<file path="src/rtl/ebc_pkg.sv">
package ebc_pkg;

   typedef enum logic [1:0] {
      PH_IDLE   = 2'd0,
      PH_SETUP  = 2'd1,
      PH_ACTIVE = 2'd2
   } phase_t;

   typedef struct packed {
      logic rd_n;
      logic lo_n;
      logic hi_n;
   } strobe_t;

   localparam logic [1:0] RSEL_CSCTL = 2'd0;
   localparam logic [1:0] RSEL_MODE  = 2'd1;
   localparam logic [1:0] RSEL_PROT  = 2'd2;

   localparam strobe_t STROBE_IDLE = '{rd_n: 1'b1, lo_n: 1'b1, hi_n: 1'b1};

endpackage

</file>
<file path="src/rtl/ebc_regs.sv">
module ebc_regs
   import ebc_pkg::*;
#(
   parameter int          REG_W    = 8,
   parameter int          NUM_CS   = 4,
   parameter logic [7:0]  CS_RST   = 8'h01,
   parameter int          MODE_BIT = 2,
   parameter int          PROT_BIT = 1
) (
   input  logic              clk,
   input  logic              rst_n,
   input  logic              reg_we,
   input  logic [1:0]        reg_sel,
   input  logic [REG_W-1:0]  reg_wdata,
   output logic [NUM_CS-1:0] cs_en,
   output logic [NUM_CS-1:0] cs_nowait,
   output logic              split_mode,
   output logic              prot_open
);

   localparam int FIELD_W = 2 * NUM_CS;

   if (FIELD_W > REG_W) begin : g_bad_width
      $error("ebc_regs: control register too narrow for NUM_CS");
   end
   if (MODE_BIT >= REG_W || PROT_BIT >= REG_W) begin : g_bad_bit
      $error("ebc_regs: mode or protect bit outside register");
   end

   logic [REG_W-1:0] csctl_q;

   always_ff @(posedge clk or negedge rst_n) begin
      if (!rst_n) begin
         csctl_q    <= REG_W'(CS_RST);
         split_mode <= 1'b0;
         prot_open  <= 1'b0;
      end else if (reg_we) begin
         case (reg_sel)
            RSEL_CSCTL: csctl_q <= reg_wdata;
            RSEL_MODE: begin
               if (prot_open) split_mode <= reg_wdata[MODE_BIT];
            end
            RSEL_PROT: prot_open <= reg_wdata[PROT_BIT];
            default: ;
         endcase
      end
   end

   for (genvar g = 0; g < NUM_CS; g++) begin : g_field
      assign cs_en[g]     = csctl_q[g];
      assign cs_nowait[g] = csctl_q[NUM_CS + g];
   end

   if (REG_W > FIELD_W) begin : g_spare
      logic spare_unused;
      assign spare_unused = ^csctl_q[REG_W-1:FIELD_W];
   end

endmodule

</file>
<file path="src/rtl/ebc_strobe_enc.sv">
module ebc_strobe_enc
   import ebc_pkg::*;
#(
   parameter int ADDR_W      = 16,
   parameter bit SPLIT_WR_EN = 1'b1
) (
   input  logic              acc_write,
   input  logic              acc_word,
   input  logic [ADDR_W-1:0] acc_addr,
   input  logic              split_mode,
   input  logic              bus8,
   output strobe_t           strb,
   output logic [ADDR_W-1:0] addr_o
);

   logic odd;
   logic word16;
   logic use_split;

   assign odd    = acc_addr[0];
   assign word16 = acc_word & ~bus8;

   if (SPLIT_WR_EN) begin : g_split
      assign use_split = split_mode & ~bus8;
   end else begin : g_nosplit
      logic mode_unused;
      assign mode_unused = split_mode;
      assign use_split   = 1'b0;
   end

   always_comb begin
      strb.rd_n = acc_write;
      if (use_split) begin
         strb.lo_n = ~(acc_write & (word16 | ~odd));
         strb.hi_n = ~(acc_write & (word16 | odd));
      end else begin
         strb.lo_n = ~acc_write;
         strb.hi_n = bus8 | ~(word16 | odd);
      end
   end

   assign addr_o = {acc_addr[ADDR_W-1:1], odd & ~word16};

endmodule

</file>
<file path="src/rtl/ebc_seq.sv">
module ebc_seq
   import ebc_pkg::*;
#(
   parameter int ADDR_W    = 16,
   parameter int NUM_CS    = 4,
   parameter int WAIT_CLKS = 1
) (
   input  logic                      clk,
   input  logic                      rst_n,
   input  logic                      req_valid,
   input  logic [$clog2(NUM_CS)-1:0] req_cs,
   input  strobe_t                   enc_strb,
   input  logic [ADDR_W-1:0]         enc_addr,
   input  logic [NUM_CS-1:0]         cs_en,
   input  logic [NUM_CS-1:0]         cs_nowait,
   output strobe_t                   strb_q,
   output logic [ADDR_W-1:0]         addr_q,
   output logic [NUM_CS-1:0]         cs_n_q,
   output logic                      done_q
);

   localparam int WCNT_W = $clog2(WAIT_CLKS + 1);

   if (WAIT_CLKS < 1) begin : g_bad_wait
      $error("ebc_seq: WAIT_CLKS must be at least 1");
   end

   phase_t              phase;
   strobe_t             pend_strb;
   logic                pend_nowait;
   logic [WCNT_W-1:0]   wcnt;
   logic [NUM_CS-1:0]   sel_oh;

   assign sel_oh = {{(NUM_CS-1){1'b0}}, 1'b1} << req_cs;

   always_ff @(posedge clk or negedge rst_n) begin
      if (!rst_n) begin
         phase       <= PH_IDLE;
         strb_q      <= STROBE_IDLE;
         pend_strb   <= STROBE_IDLE;
         pend_nowait <= 1'b0;
         addr_q      <= '0;
         cs_n_q      <= '1;
         done_q      <= 1'b0;
         wcnt        <= '0;
      end else begin
         done_q <= 1'b0;
         case (phase)
            PH_IDLE: begin
               if (req_valid) begin
                  phase       <= PH_SETUP;
                  addr_q      <= enc_addr;
                  pend_strb   <= enc_strb;
                  pend_nowait <= cs_nowait[req_cs];
                  cs_n_q      <= cs_en[req_cs] ? ~sel_oh : '1;
               end
            end
            PH_SETUP: begin
               phase  <= PH_ACTIVE;
               strb_q <= pend_strb;
               if (pend_nowait) begin
                  wcnt   <= '0;
                  done_q <= 1'b1;
               end else begin
                  wcnt   <= WCNT_W'(WAIT_CLKS);
               end
            end
            PH_ACTIVE: begin
               if (wcnt != '0) begin
                  wcnt   <= wcnt - WCNT_W'(1);
                  done_q <= (wcnt == WCNT_W'(1));
               end else begin
                  phase  <= PH_IDLE;
                  strb_q <= STROBE_IDLE;
                  cs_n_q <= '1;
               end
            end
            default: phase <= PH_IDLE;
         endcase
      end
   end

endmodule

</file>
<file path="src/rtl/ext_bus_ctrl.sv">
module ext_bus_ctrl
   import ebc_pkg::*;
#(
   parameter int         ADDR_W      = 16,
   parameter int         NUM_CS      = 4,
   parameter int         REG_W       = 8,
   parameter logic [7:0] CS_RST      = 8'h01,
   parameter int         MODE_BIT    = 2,
   parameter int         PROT_BIT    = 1,
   parameter int         WAIT_CLKS   = 1,
   parameter bit         SPLIT_WR_EN = 1'b1,
   localparam int        CS_IDX_W    = $clog2(NUM_CS)
) (
   input  logic                clk,
   input  logic                rst_n,
   input  logic                req_valid,
   input  logic                req_write,
   input  logic                req_word,
   input  logic [ADDR_W-1:0]   req_addr,
   input  logic [CS_IDX_W-1:0] req_cs,
   input  logic                bus8_strap,
   input  logic                reg_we,
   input  logic [1:0]          reg_sel,
   input  logic [REG_W-1:0]    reg_wdata,
   output logic [ADDR_W-1:0]   bus_addr,
   output logic                rd_n,
   output logic                wrl_wr_n,
   output logic                wrh_bhe_n,
   output logic [NUM_CS-1:0]   cs_n,
   output logic                xfer_done
);

   if (ADDR_W < 2) begin : g_bad_addr
      $error("ext_bus_ctrl: ADDR_W must be at least 2");
   end
   if (NUM_CS < 2 || (1 << CS_IDX_W) != NUM_CS) begin : g_bad_cs
      $error("ext_bus_ctrl: NUM_CS must be a power of two, at least 2");
   end

   logic [NUM_CS-1:0] cs_en;
   logic [NUM_CS-1:0] cs_nowait;
   logic              split_mode;
   logic              prot_open;
   strobe_t           enc_strb;
   logic [ADDR_W-1:0] enc_addr;
   strobe_t           strb_q;

   ebc_regs #(
      .REG_W    (REG_W),
      .NUM_CS   (NUM_CS),
      .CS_RST   (CS_RST),
      .MODE_BIT (MODE_BIT),
      .PROT_BIT (PROT_BIT)
   ) u_regs (
      .clk        (clk),
      .rst_n      (rst_n),
      .reg_we     (reg_we),
      .reg_sel    (reg_sel),
      .reg_wdata  (reg_wdata),
      .cs_en      (cs_en),
      .cs_nowait  (cs_nowait),
      .split_mode (split_mode),
      .prot_open  (prot_open)
   );

   ebc_strobe_enc #(
      .ADDR_W      (ADDR_W),
      .SPLIT_WR_EN (SPLIT_WR_EN)
   ) u_enc (
      .acc_write  (req_write),
      .acc_word   (req_word),
      .acc_addr   (req_addr),
      .split_mode (split_mode),
      .bus8       (bus8_strap),
      .strb       (enc_strb),
      .addr_o     (enc_addr)
   );

   ebc_seq #(
      .ADDR_W    (ADDR_W),
      .NUM_CS    (NUM_CS),
      .WAIT_CLKS (WAIT_CLKS)
   ) u_seq (
      .clk       (clk),
      .rst_n     (rst_n),
      .req_valid (req_valid),
      .req_cs    (req_cs),
      .enc_strb  (enc_strb),
      .enc_addr  (enc_addr),
      .cs_en     (cs_en),
      .cs_nowait (cs_nowait),
      .strb_q    (strb_q),
      .addr_q    (bus_addr),
      .cs_n_q    (cs_n),
      .done_q    (xfer_done)
   );

   assign rd_n      = strb_q.rd_n;
   assign wrl_wr_n  = strb_q.lo_n;
   assign wrh_bhe_n = strb_q.hi_n;

endmodule

</file>
<file path="config.mk">
export PLATFORM = sky130hd
export DESIGN_NAME = ext_bus_ctrl
export DESIGN_NICKNAME = d
export VERILOG_FILES = /design/src/rtl/ebc_pkg.sv /design/src/rtl/ebc_regs.sv /design/src/rtl/ebc_strobe_enc.sv /design/src/rtl/ebc_seq.sv /design/src/rtl/ext_bus_ctrl.sv
export SDC_FILE = /design/constraint.sdc
export NUM_CORES = 1
export LEC_CHECK = 0
export BUFFER_PORTS_ARGS = -buffer_cell sky130_fd_sc_hd__buf_2
export CAP_MARGIN = 20
export CORE_ASPECT_RATIO = 2
export CORE_MARGIN = 3
export CORE_UTILIZATION = 44
export CTS_CLUSTER_DIAMETER = 60
export DETAILED_ROUTE_END_ITERATION = 8
export MAX_ROUTING_LAYER = met4
export PLACE_DENSITY = 0.74
export SYNTH_ARGS = -nofsm -noshare
export SYNTH_HDL_FRONTEND = slang
export SYNTH_SLANG_ARGS = --single-unit
</file>
<file path="constraint.sdc">
create_clock -name clk -period 1.3 [get_ports clk]
set_input_delay 0.26 -clock clk [delete_from_list [all_inputs] [get_ports clk]]
set_output_delay 0.26 -clock clk [all_outputs]
set_load 0.02 [all_outputs]
</file>
# After elaboration in Yosys (flattened, before gate mapping)
# Cells that the tools add are included.
# W data, S select, Z words.
# word_totals
ff_bits	41
latchBits	0
ram_bits	0
rom_bits	0
inputBits	35
word_cells	71
n_memories	0
# op_classes
add_sub_neg	1
multipliers	0
div_mod_pow	0
order_cmp	1
eq_ne	6
n_shift	1
n_mux	20
bitwise_logic	16
reduce_logical	11
# ops
operator	count
$mux W4	3
$reduce_and A2 Y1	5
$pmux W4 S2	1
$not A1 Y1	7
$mux W1	6
$mux W2	3
$pmux W2 S3	1
$pmux W3 S2	1
$reduce_and A3 Y1	2
$and A1 B1 Y1	5
$bmux W1 S2	2
$eq A2 B1 Y1 const B	2
$eq A2 B2 Y1 const B	2
$logic_not A2 Y1	2
$ne A2 B2 Y1 const B	2
$not A4 Y4	1
$pmux W1 S2	2
$reduce_bool A2 Y1	2
$shl A1 B2 Y4 const A	1
$lt A2 B3 Y1 const B	1
$mux W3	1
$or A1 B1 Y1	3
$sub A1 B1 Y1 const B	1

# Longest topological paths before layout
# depth
depth_word	6
ltp_mapped	6

# Cells and area by module
# Synthesis repeated with hierarchy kept, for this count alone.
# hier_totals
cells_unflattened	135
hier_area_um2	1904.3
# modules_own_cells
module	n_inst	cells_each	area_each_um2	seq_area_each_um2
ebc_seq	1	90	1341.3	788.3
ebc_regs	1	23	399.1	251.5
ebc_strobe_enc	1	22	163.9	0.0

# Least setup slack after synthesis
# No wires, ideal clock.
# synth_timing
path_type	register -> register
from	register u_seq.phase[0]
to	register u_seq.addr_q[10]
arrival_ns	1.308
path_slack_ns	-0.133
path_stages_with_launch	6
path_buffers	1
period_less_slack_ns	1.433
path_cell_list	dfrtp_1 > inv_1 > ha_1 > nand2_1 > buf_2 > mux2_2
# synth_via
elab_chain_len	2
# synth_rtl
item	line	source
from (decl)	ebc_seq.sv:28	phase_t phase;
from (signal assigned)	ebc_seq.sv:38	phase <= PH_IDLE;
from (signal assigned)	ebc_seq.sv:51	phase <= PH_SETUP;
from (signal assigned)	ebc_seq.sv:59	phase <= PH_ACTIVE;
$logic_not A2 Y1	ebc_seq.sv:48	case (phase)
$reduce_and A2 Y1 (no source line)	--	
to (signal assigned)	ebc_seq.sv:52	addr_q <= enc_addr;
to (decl)	ebc_seq.sv:17	output logic [ADDR_W-1:0] addr_q,
# No other way between the ends.
# A chain may end at the register's enable or synchronous reset.

# Worst setup path in the final report
# layout_timing
from	register u_seq.phase[0]
to	register u_seq.cs_n_q[0]
# layout_via
elab_chain_len	3
# layout_rtl
item	line	source
$eq A2 B2 Y1 / $logic_not A2 Y1 (equally long branches)	ebc_seq.sv:48	
$ne A2 B2 Y1 (no source line) / $reduce_bool A2 Y1 (equally long branches)	--	
$reduce_and A3 Y1 (no source line)	--	
to (signal assigned)	ebc_seq.sv:55	cs_n_q <= cs_en[req_cs] ? ~sel_oh : '1;
to (decl)	ebc_seq.sv:18	output logic [NUM_CS-1:0] cs_n_q,
# Several ways; a longest one is shown, not always the timed one.

==> metrics.txt <==
Vias per Instance 4.988; Reg area 1041 µm²; Clock Skew roughly 5.5 ps; Period minus WS final ~1400 ps; switch share around a third; area fraction of the dominant cell type after synthesis 43.48%; GR Util All Layers between 10% and 20%; NetSw just over 2 mW; combinational group share of total power 45.4%; die width 50.30 µm; Setup crit end kind flop; number of buffers created by CTS 5; Setup crit start kind flop; # setup viols final 25; syn nets 160; Cell Rows 31; status finished, violations left; Finished Cell Area about 2400 µm²; IO Pins 59; share of cells above drive strength 1 approximately two thirds; Yosys reg bits between 40 and 50; vias after detailed routing between 1,000 and 1,500; Worst Tran Pin Value ~220 ps; fin crit share 106.3%; Core Box Area 3685 µm²; Syn Area/Cell about 14 µm²; Root Driver clkbuf_8; setup ws final -82.23 ps; worst hold path class in -> reg; DR WL/cell 15.17 µm; DP Wirelength ~2800 µm; Post-Syn Area between 1500 and 2000 µm²; DRT iter0 DRCs 11; most common cell after layout, fill and taps aside buf_2; sequential power share 37.4%; leak pwr 1.146 nW; Detailed Route WL 3762 µm; CTS Sinks ~40; maximum clock frequency approximately 0.72 GHz; Synth Instances 121; unrepaired setup endpoints after global routing true; CP max FO 4; Die Y around 95 µm; Power per Cell Area ~2500 nW/µm²; VDD IR-drop max approximately 1.4 mV; Clock Tree Buf Depth 2; post-synth cell types 24; # fillers 282; Critical Path RT 1520 ps; post-synth top area cell dfrtp_1; Crit Path Class reg -> reg; failing checks negative setup slack; first-pass GRT wire length a little under 6000 µm; Syn-to-layout area delta 40.44%; GPL Wtd Cong 0.7318; number of global-route vias before repair between 1,000 and 1,500; Die ar. approximately 4800 µm²; final max-slew violation count 0; Overflow after GRT 0; most frequent cells in the layout buf_2, dfrtp_1, mux2_2; post-route ant nets 0; post-synthesis sequential area ratio around 60%; n_diodes 0; Skew-Pair Late Insertion Delay 290 ps; Worst-path clk slew 80 ps; yosys warns 0; Synth area leaders dfrtp_1, mux2_2, dfstp_2, ha_1, nand2_1; Layout Nets 237; footprint of the multi-input gates about 750 µm²; pre-CTS setup slack -101.5 ps; largest net degree at the start of global routing between 40 and 50; Final Hold Vio Count 0; Clock power frac between 10% and 20%; Cell Int Power 3.975 mW; CTS tree built; CTS H-tree depth 2; initial core utilization between 40% and 50%; initial antenna violation count 0; DRC viols 0; Arr. time, crit path about 1600 ps; Slew headroom between 80% and 90%; Placed Area 2208 µm²; input/output buffers 58; Max Cap Viol 0; drt first pass iters 4; r2r setup slk -80 ps
==> power groups by stage <==
stage / clock network [mW] / registers (mW) / logic [mW]
floorplan: 0 / 2.69 / 1.14
global placement: 0 / 2.21 / 2.34
detailed placement: 0 / 2.27 / 2.45
CTS: 1.07 / 2.25 / 2.56
global route: 1.12 / 2.33 / 2.92
finish: 1.03 / 2.26 / 2.75
==> Yosys cell counts <==
| cell type | number |
|---|---|
| a21boi_0 | 1 |
| and2_1 | 1 |
| buf_2 | 2 |
| dfrtp_1 | 30 |
| dfstp_2 | 11 |
| ha_1 | 4 |
| inv_1 | 5 |
| mux2_2 | 33 |
| mux4_2 | 1 |
| nand2_1 | 8 |
| nand2b_1 | 1 |
| nand3_1 | 2 |
| nand3b_1 | 2 |
| nand4b_1 | 1 |
| nor2_1 | 3 |
| nor2b_1 | 2 |
| nor3_1 | 1 |
| nor3b_4 | 1 |
| o211a_1 | 1 |
| o21ai_0 | 5 |
| o22a_1 | 3 |
| o22ai_1 | 1 |
| o31a_1 | 1 |
| or2_1 | 1 |
==> final cells by class <==
cell class / count / area share [%]
clock inverters: 1 / 1.238
well taps: 49 / 2.528
inverters: 5 / 0.7740
repair buffers: 72 / 17.96
multi-input cells: 73 / 31.01
clock buffers: 7 / 3.560
flip-flops and latches: 41 / 42.93
==> critical path, cell delays in order, from the launching register on <==
cell and delay, ps:
dfrtp_1 400, inv_2 120, ha_4 160, or2_1 110
o211a_4 170, mux2_2 340
==> kinds of logic after synthesis <==
family / synth area share (%)
and+or+nand+nor: 7.537
buffers and inverters: 1.667
muxes: 22.83
adders and majority gates: 2.899
AOI/OAI and AO/OA: 4.856
DFF: 60.22
==> metrics by stage <==
step                      std cells  util [%]  setup TNS, ps  hold WS, ps  power [mW]
final                           248     65.81          -1043        198.2       6.041
after global routing            248     65.81          -2259        190.4       6.374
after CTS                       246     64.35          -1282        187.2       5.877
after detailed placement        236     59.93          -1389        244.7       4.715
after global placement          236     59.93         -211.3        239.4       4.550
after floorplan                 121         -         -317.2       -35.59       3.832
==> repair_timing <==
item,4_1_cts,5_1_grt
setup buffers,1,2
gates resized for setup,8,13
hold buffers,1,0
hold endpoints to repair,30,0
cloned,0,0
pin swaps,2,2
setup endpoints to repair,26,30
==> final timing paths <==
path | from | to | cells past startpoint
max | u_seq.phase[0] | u_seq.cs_n_q[0] | 5
min | req_addr[14] | u_seq.addr_q[14] | 2
max reg2reg | u_seq.phase[0] | u_seq.cs_n_q[0] | 5
min reg2reg | u_seq.pend_strb[1] | u_seq.pend_strb[1] | 2
max in group asynchronous | rst_n | u_seq.cs_n_q[3] | 3
min in group asynchronous | rst_n | u_seq.addr_q[13] | 3
==> state kept, by name, indices dropped and copies added (netlist names), 2 cells and up <==
signal           count
u_seq.strb_q         3
u_regs.csctl_q       8
u_seq.cs_n_q         4
u_seq.addr_q        16
u_seq.pend_strb      3
u_seq.phase          2
==> layer usage <==
layer,global-route usage (%),part of all wire [%]
met1,14.90,34
met2,33.41,59
met3,4.423,5.0
met4,8.315,2.5
met5,-,0
No activity file was read; power rests on OpenSTA's default activity.
